<file path="src/rtl/timer_pkg.sv">
package timer_pkg;
  localparam int TGT_W = 8;
  localparam int CNT_W = 4;
  localparam int PER_W = TGT_W + 1;

  // Zero target stands for the full 2**TGT_W tick period.
  function automatic logic [PER_W-1:0] period_of(input logic [TGT_W-1:0] tgt);
    return (tgt == '0) ? PER_W'(1 << TGT_W) : {1'b0, tgt};
  endfunction

  // Divider step: returns {match, next divider value}.
  function automatic logic [TGT_W:0] div_step(input logic [TGT_W-1:0] div,
                                               input logic [PER_W-1:0] per);
    logic [PER_W-1:0] nxt;
    nxt = {1'b0, div} + PER_W'(1);
    if (nxt == per) return {1'b1, {TGT_W{1'b0}}};
    return {1'b0, nxt[TGT_W-1:0]};
  endfunction
endpackage

</file>
<file path="src/rtl/tick_prescaler.sv">
module tick_prescaler #(
  parameter int DIV = 128
) (
  input  logic clk,
  input  logic rst,
  input  logic clk_en,
  output logic tick
);
  localparam int W = (DIV > 1) ? $clog2(DIV) : 1;

  logic [W-1:0] pre_q;
  logic         at_end;

  assign at_end = (pre_q == W'(DIV - 1));
  assign tick   = clk_en && at_end;

  always_ff @(posedge clk) begin
    if (rst)         pre_q <= '0;
    else if (clk_en) pre_q <= at_end ? '0 : pre_q + W'(1);
  end

  generate
    if (DIV > 1) begin : g_gap
      AST_TICK_GAP: assert property (@(posedge clk) disable iff (rst)
        tick |=> !tick);
    end
  endgenerate
endmodule

</file>
<file path="src/rtl/timer_channel.sv">
module timer_channel
  import timer_pkg::*;
(
  input  logic             clk,
  input  logic             rst,
  input  logic             tick,
  input  logic             en,
  input  logic             tgt_wr,
  input  logic [TGT_W-1:0] tgt_data,
  input  logic             cnt_rd,
  output logic [CNT_W-1:0] cnt_val
);
  logic [TGT_W-1:0] tgt_q;
  logic [TGT_W-1:0] div_q;
  logic [CNT_W-1:0] cnt_q;
  logic             en_q;

  // Named internal events
  logic             rise;
  logic             step;
  logic             match;
  logic [TGT_W:0]   stepped;

  assign rise    = en && !en_q;
  assign step    = en && tick && !rise;
  assign stepped = div_step(div_q, period_of(tgt_q));
  assign match   = step && stepped[TGT_W];
  assign cnt_val = cnt_q;

  always_ff @(posedge clk) begin
    if (rst) begin
      tgt_q <= '0;
      div_q <= '0;
      cnt_q <= '0;
      en_q  <= 1'b0;
    end else begin
      en_q <= en;
      if (tgt_wr) tgt_q <= tgt_data;
      if (rise) begin
        div_q <= '0;
        cnt_q <= '0;
      end else begin
        if (step) div_q <= stepped[TGT_W-1:0];
        if (cnt_rd)     cnt_q <= match ? CNT_W'(1) : '0;
        else if (match) cnt_q <= cnt_q + CNT_W'(1);
      end
    end
  end

  AST_RISE_CLEARS: assert property (@(posedge clk) disable iff (rst)
    rise |=> (cnt_q == '0 && div_q == '0));
  AST_READ_EMPTIES: assert property (@(posedge clk) disable iff (rst)
    (cnt_rd && !match && !rise) |=> cnt_q == '0);
  AST_READ_COLLIDE: assert property (@(posedge clk) disable iff (rst)
    (cnt_rd && match) |=> cnt_q == CNT_W'(1));
  AST_OFF_FROZEN: assert property (@(posedge clk) disable iff (rst)
    (!en && !cnt_rd) |=> ($stable(cnt_q) && $stable(div_q)));
  AST_SINGLE_STEP: assert property (@(posedge clk) disable iff (rst)
    (!cnt_rd && !rise) |=> (cnt_q == $past(cnt_q) || cnt_q == $past(cnt_q) + CNT_W'(1)));
endmodule

</file>
<file path="src/rtl/prescaled_timer_bank.sv">
module prescaled_timer_bank
  import timer_pkg::*;
#(
  parameter int               NUM_TMR   = 3,
  parameter int               SLOW_DIV  = 128,
  parameter int               FAST_DIV  = 16,
  parameter logic [NUM_TMR-1:0] FAST_MASK = NUM_TMR'(1) << (NUM_TMR - 1)
) (
  input  logic                     clk,
  input  logic                     rst,
  input  logic                     clk_en,
  input  logic [NUM_TMR-1:0]       tmr_en,
  input  logic [NUM_TMR-1:0]       tgt_wr,
  input  logic [TGT_W-1:0]         tgt_data,
  input  logic [NUM_TMR-1:0]       cnt_rd,
  output logic [NUM_TMR*CNT_W-1:0] cnt_val
);
  logic slow_tick;
  logic fast_tick;

  tick_prescaler #(.DIV(SLOW_DIV)) u_slow (
    .clk(clk), .rst(rst), .clk_en(clk_en), .tick(slow_tick));
  tick_prescaler #(.DIV(FAST_DIV)) u_fast (
    .clk(clk), .rst(rst), .clk_en(clk_en), .tick(fast_tick));

  generate
    for (genvar i = 0; i < NUM_TMR; i++) begin : g_ch
      logic ch_tick;
      assign ch_tick = FAST_MASK[i] ? fast_tick : slow_tick;
      timer_channel u_ch (
        .clk     (clk),
        .rst     (rst),
        .tick    (ch_tick),
        .en      (tmr_en[i]),
        .tgt_wr  (tgt_wr[i]),
        .tgt_data(tgt_data),
        .cnt_rd  (cnt_rd[i]),
        .cnt_val (cnt_val[i*CNT_W +: CNT_W])
      );
    end
  endgenerate
endmodule

</file>
<file path="config.mk">
export PLATFORM = sky130hd
export DESIGN_NAME = prescaled_timer_bank
export DESIGN_NICKNAME = d
export VERILOG_FILES = /design/src/rtl/timer_pkg.sv /design/src/rtl/tick_prescaler.sv /design/src/rtl/timer_channel.sv /design/src/rtl/prescaled_timer_bank.sv
export SDC_FILE = /design/constraint.sdc
export NUM_CORES = 1
export LEC_CHECK = 0
export CORE_MARGIN = 8
export CORE_UTILIZATION = 43
export CTS_BUF_LIST = sky130_fd_sc_hd__clkbuf_8 sky130_fd_sc_hd__clkbuf_16
export DETAILED_ROUTE_END_ITERATION = 6
export PLACE_DENSITY = 0.58
export SETUP_SLACK_MARGIN = 0.05
export SLEW_MARGIN = 15
export SYNTH_ARGS = -nofsm -noshare
export SYNTH_HDL_FRONTEND = slang
export SYNTH_SLANG_ARGS = --single-unit
</file>
<file path="constraint.sdc">
create_clock -name clk -period 5.4 [get_ports clk]
set_input_delay 1.08 -clock clk [delete_from_list [all_inputs] [get_ports clk]]
set_output_delay 1.08 -clock clk [all_outputs]
set_load 0.03 [all_outputs]
</file>
==> Word-level counts from Yosys, hierarchy flattened <==
Cells that the tools add are included.
{ "totals": {"regBits": 74, "latchBits": 0, "ram_bits": 0, "rom_bits": 0, "in_bits": 20, "output_inout_bits": 12, "word_cells": 79, "n_memories": 0} }
{ "op_classes": {"addsub": 8, "multipliers": 0, "div": 0, "magnitude_cmp": 0, "eq_ne": 5, "shift": 0, "n_mux": 23, "n_bitwise": 0, "n_reduce_logical": 29} }
{ "ops": {"columns": ["operator", "n"], "rows": [
  ["two-way mux 9 bit", 9],
  ["two-way mux 4 bit", 7],
  ["adder 8 x 1 -> 9 bit (second input constant)", 3],
  ["== test 9 bit", 3],
  ["logical NOT 8 bit", 3],
  ["adder 4 x 1 -> 4 bit (second input constant)", 4],
  ["logical AND 1 bit", 14],
  ["adder 7 x 1 -> 7 bit (second input constant)", 1],
  ["== test 7 bit (second input constant)", 1],
  ["two-way mux 7 bit", 1],
  ["logical NOT 1 bit", 6],
  ["two-way mux 1 bit", 6],
  ["nonzero test 2 bit", 3],
  ["OR reduction 2 bit", 3],
  ["== test 4 bit (second input constant)", 1]
]} }

==> Logic depth before layout (Yosys ltp) <==
{ "logic_depth": {"depth_word": 8, "ltp_mapped": 8, "ltp_nobuf": 7} }

==> Cells and area by module <==
Synthesis repeated with hierarchy kept, for this count alone.
{ "unflattened": {"cells_unflattened": 481, "hier_area_um2": 4001.3} }
{ "by_module_without_submodules": {"columns": ["mod", "instances", "cells_per_inst", "area_per_inst_um2", "seq_area_each_um2"], "rows": [
  ["timer_channel", 3, 142, 1167.4, 420.4],
  ["tick_prescaler at u_slow", 1, 35, 315.3, 140.1],
  ["tick_prescaler at u_fast", 1, 20, 183.9, 80.1]
]} }

==> Worst setup path after synthesis <==
OpenSTA, ideal clock, no wires.
{ "synth_path": {"path_type": "input to register", "from": "input clk_en", "to": "register g_ch[1].u_ch.cnt_q[3]", "setup_time_ps": 70, "arrival_time_ps": 2872, "t_required_ps": 5330, "path_slack_ps": 2458, "path_stages": 7, "path_cell_list": "buf_4 -> nand4_4 -> nor3_2 -> o2111ai_1 -> a2111o_1 -> or3_1 -> a21oi_1"} }
{ "synth_between": {"elab_chain_cells": 5} }
{ "synth_rtl": {"columns": ["item", "line_no", "rtl"], "rows": [
  ["start: declaration", "prescaled_timer_bank.sv:11", "input logic clk_en,"],
  ["logical AND 1 bit", "tick_prescaler.sv:15", "assign tick = clk_en && at_end;"],
  ["logical AND 1 bit (2 in a row)", "timer_channel.sv:25", "assign step = en && tick && !rise;"],
  ["logical AND 1 bit", "timer_channel.sv:27", "assign match = step && stepped[TGT_W];"],
  ["nonzero test 2 bit (no line)", null, null],
  ["end signal: assignment", "timer_channel.sv:44", "if (cnt_rd) cnt_q <= match ? CNT_W'(1) : '0;"],
  ["end signal: assignment", "timer_channel.sv:45", "else if (match) cnt_q <= cnt_q + CNT_W'(1);"],
  ["end: declaration", "timer_channel.sv:15", "logic [CNT_W-1:0] cnt_q;"]
]} }
No other way between the ends.
A chain may end at the register's enable or synchronous reset.

==> Worst setup path after layout <==
Ends and elaborated chain as after synthesis.

==> metrics.txt <==
die span in x=109 um; RSZ-0062 raised after global routing=false; Internal=0.000864 W; Crit Path Class=in -> reg; worst setup path end=g_ch[1].u_ch.cnt_val[3]$_SDFFE_PP0P_; flop2flop setup slack=2.69 ns; H-tree Lvls=3; routed vias=2996; Pleak=1.62 nW; top-count cell post-synth=dfxtp_1; Post-CTS Setup Bufs=0; Synthesized Nets=452; Buffers on Ports=31; WHS Path Cells=2; dominant cell type by area after synthesis=dfxtp_1; share of cells above drive strength 1=0.0615; vias in the first global route=2962; worst-path fanout max=10; CTS Sinks=74; pre-CTS WS=1.46 ns; setup ws final=1.83 ns; Final setup viols=0; Critical Path Start Type=primary input; Vias/cell=5.32; setup_tns=0 ns; Yosys top cell area share=0.395; Net Sw Frac=0.237; CTS buffer count=9; Core Box Area=8590 um^2; drt drc=0; Final ANT Viol Nets=0; nets=478; ranking of synthesized cells by area=dfxtp_1 (40%), mux2i_1 (7.7%), xor2_1 (7.5%), xnor2_1 (6.5%), nor2_1 (6.1%); Detailed Route Iter0 Violations=102; Max Freq=280 MHz; share of flip-flops with an asynchronous set or reset=0; GRT Util Overall=0.140; Placer Congestion=0.870; antenna violations before repair=0; IO Count=32; FF-to-FF path depth=6; synthesized instance count=424; Worst-Margin Slew=0.621 ns; total wire length=7.84 mm; Worst EP arrival=3.85 ns; largest net degree at the start of global routing=35; Worst-Skew Late Latency=0.34 ns; Die Ht=109 um; Final min period=3.57 ns; drt pass-1 iters=4; row count=34; synthesized cell area=3750 um^2; Min-Delay Path Class=reg -> reg; VDD IR max=0.000145 V; period utilisation layout=0.661; Slew Limit Fails=0; Post-synth top flop=dfxtp_1; Synth Register Bits=74; maximum root-to-sink buffer count=2; R2R Path Start=g_ch[0].u_ch.div_q[0]$_SDFFE_PP0P_; CP required=5.68 ns; Critical Path Source=clk_en; Slew headroom=0.586; max cap viols=0; grt total ovfl=0; Critical Path Sink Type=flip-flop; hpwl dp=5.77 mm; Commonest cells post-synth=dfxtp_1 (74), nor2_1 (61), xor2_1 (32); Seq/Total Area, Yosys=0.395; Flop pwr share=0.509; power per cell area=261 nW/um^2; status=finished clean; post-synthesis cell type count=49; clk slew on worst S/H paths=0.08 ns; RR Endpoint=g_ch[0].u_ch.cnt_val[3]$_SDFFE_PP0P_; WL per Instance=13.9 um; CTS Root Cell=clkbuf_8; first-pass GRT wire length=13.5 mm; Clock Power Share=0.415; Initial Utilization=0.436; Switching Power=0.000268 W; skew final=0.0113 ns; final count of hold timing violations=0; ANT cells=0; Syn Area/Cell=8.84 um^2; yosys warns=0; CTS resizes=0; Area Growth Syn to Fin=15.9%; Logic pwr share=0.077; EDFF count, synth=0; CTS tree=done; post-cts hold buffer count=0; Die Area=12000 um^2
-- area by class of cell --
class / count / area [um^2]
fill: 829 / 4250
inverter: 11 / 41.3
sequential: 74 / 1480
tap: 108 / 135
multi-input combinational: 322 / 2150
clock inverter: 7 / 93.8
clock buffer: 9 / 124
timing repair buffer: 32 / 318
-- critical path: stages --
cell and delay [ns]:
clkdlybuf4s50_1 0.77, nand4_4 0.24, nor3_2 0.55, o2111ai_1 0.19
a2111o_1 0.49, or3_1 0.38, a21oi_1 0.13
-- layer usage --
| metal | up-vias | track usage | part of all wire |
|---|---|---|---|
| met3 | 18 | 0.0275 | 0.037 |
| met1 | 1384 | 0.179 | 0.50 |
| met2 | 59 | 0.224 | 0.44 |
| li1 | 1535 | - | - |
| met5 | - | 0 | 0 |
| met4 | 0 | 0.0636 | 0.022 |
-- metrics by stage --
step           instance area (um^2)   util  power, W  cells  hold WS [ns]
2_1_floorplan                  3750      -  0.000644    424         0.458
3_3_place_gp                   4130  0.480  0.000675    547         0.470
3_5_place_dp                   4130  0.480  0.000676    547         0.479
4_1_cts                        4340  0.505   0.00114    563         0.490
5_1_grt                        4340  0.505   0.00119    563         0.517
6_report                       4340  0.505   0.00113    563         0.487
-- how the worst min path moves through the flow --
| stage | end | slack [ns] | from |
|---|---|---|---|
| 6_report | g_ch[1].u_ch.cnt_val[3]$_SDFFE_PP0P_ | 0.49 | g_ch[1].u_ch.cnt_val[3]$_SDFFE_PP0P_ |
| 5_1_grt | g_ch[1].u_ch.cnt_val[1]$_SDFFE_PP0P_ | 0.52 | g_ch[1].u_ch.cnt_val[1]$_SDFFE_PP0P_ |
| 4_1_cts | u_slow.pre_q[6]$_SDFFE_PP0P_ | 0.49 | u_slow.pre_q[6]$_SDFFE_PP0P_ |
| 3_5_place_dp | u_slow.pre_q[6]$_SDFFE_PP0P_ | 0.48 | u_slow.pre_q[6]$_SDFFE_PP0P_ |
| 3_3_place_gp | g_ch[0].u_ch.cnt_val[3]$_SDFFE_PP0P_ | 0.47 | g_ch[0].u_ch.cnt_val[3]$_SDFFE_PP0P_ |
| 2_1_floorplan | u_slow.pre_q[6]$_SDFFE_PP0P_ | 0.46 | u_slow.pre_q[6]$_SDFFE_PP0P_ |
-- logic make-up (layout without fill, tap and decap cells) --
kind of cell	after synthesis	count (layout)	share of synthesized area
DFF	74	74	0.395
adders and majority gates	8	8	0.0267
xor gates and xnor gates	60	60	0.140
and+or+nand+nor	173	173	0.239
muxes	29	29	0.0774
buffers and inverters	28	59	0.0314
AOI/OAI and AO/OA	52	52	0.0898
-- state kept, by name (all words and copies together), names as in the netlist --
name	flops
u_fast.pre_q	4
u_slow.pre_q	7
g_ch.u_ch.cnt_val	12
g_ch.u_ch.en_q	3
g_ch.u_ch.tgt_q	24
g_ch.u_ch.div_q	24
-- cell usage in the layout (no fill, tap or decap), types with 3 or more instances in the layout --
cell type	synthesis	final
mux2i_1	29	29
or3_1	7	7
nand2_1	24	24
nand4_1	15	15
nand3_1	14	14
and3_1	4	4
nor2b_1	7	7
a31oi_1	3	3
a21oi_1	19	19
clkbuf_8	0	9
and2_1	3	3
nor2_1	61	61
o21ai_0	11	11
nor3_1	7	7
xor2_1	32	32
dfxtp_1	74	74
xnor2_1	28	28
clkdlybuf4s50_1	0	31
ha_1	8	8
or2_2	3	3
inv_1	11	11
nand2b_1	3	3
nor4_1	9	9
-- power by group through the flow --
stage | Combinational (W) | Sequential (W) | Clock [W]
6_report | 0.0000872 | 0.000576 | 0.000469
5_1_grt | 0.0000983 | 0.000578 | 0.000508
4_1_cts | 0.0000881 | 0.000576 | 0.000481
3_5_place_dp | 0.0000876 | 0.000588 | 0
3_3_place_gp | 0.0000868 | 0.000588 | 0
2_1_floorplan | 0.0000601 | 0.000584 | 0
(Power assumes the default switching activity.)
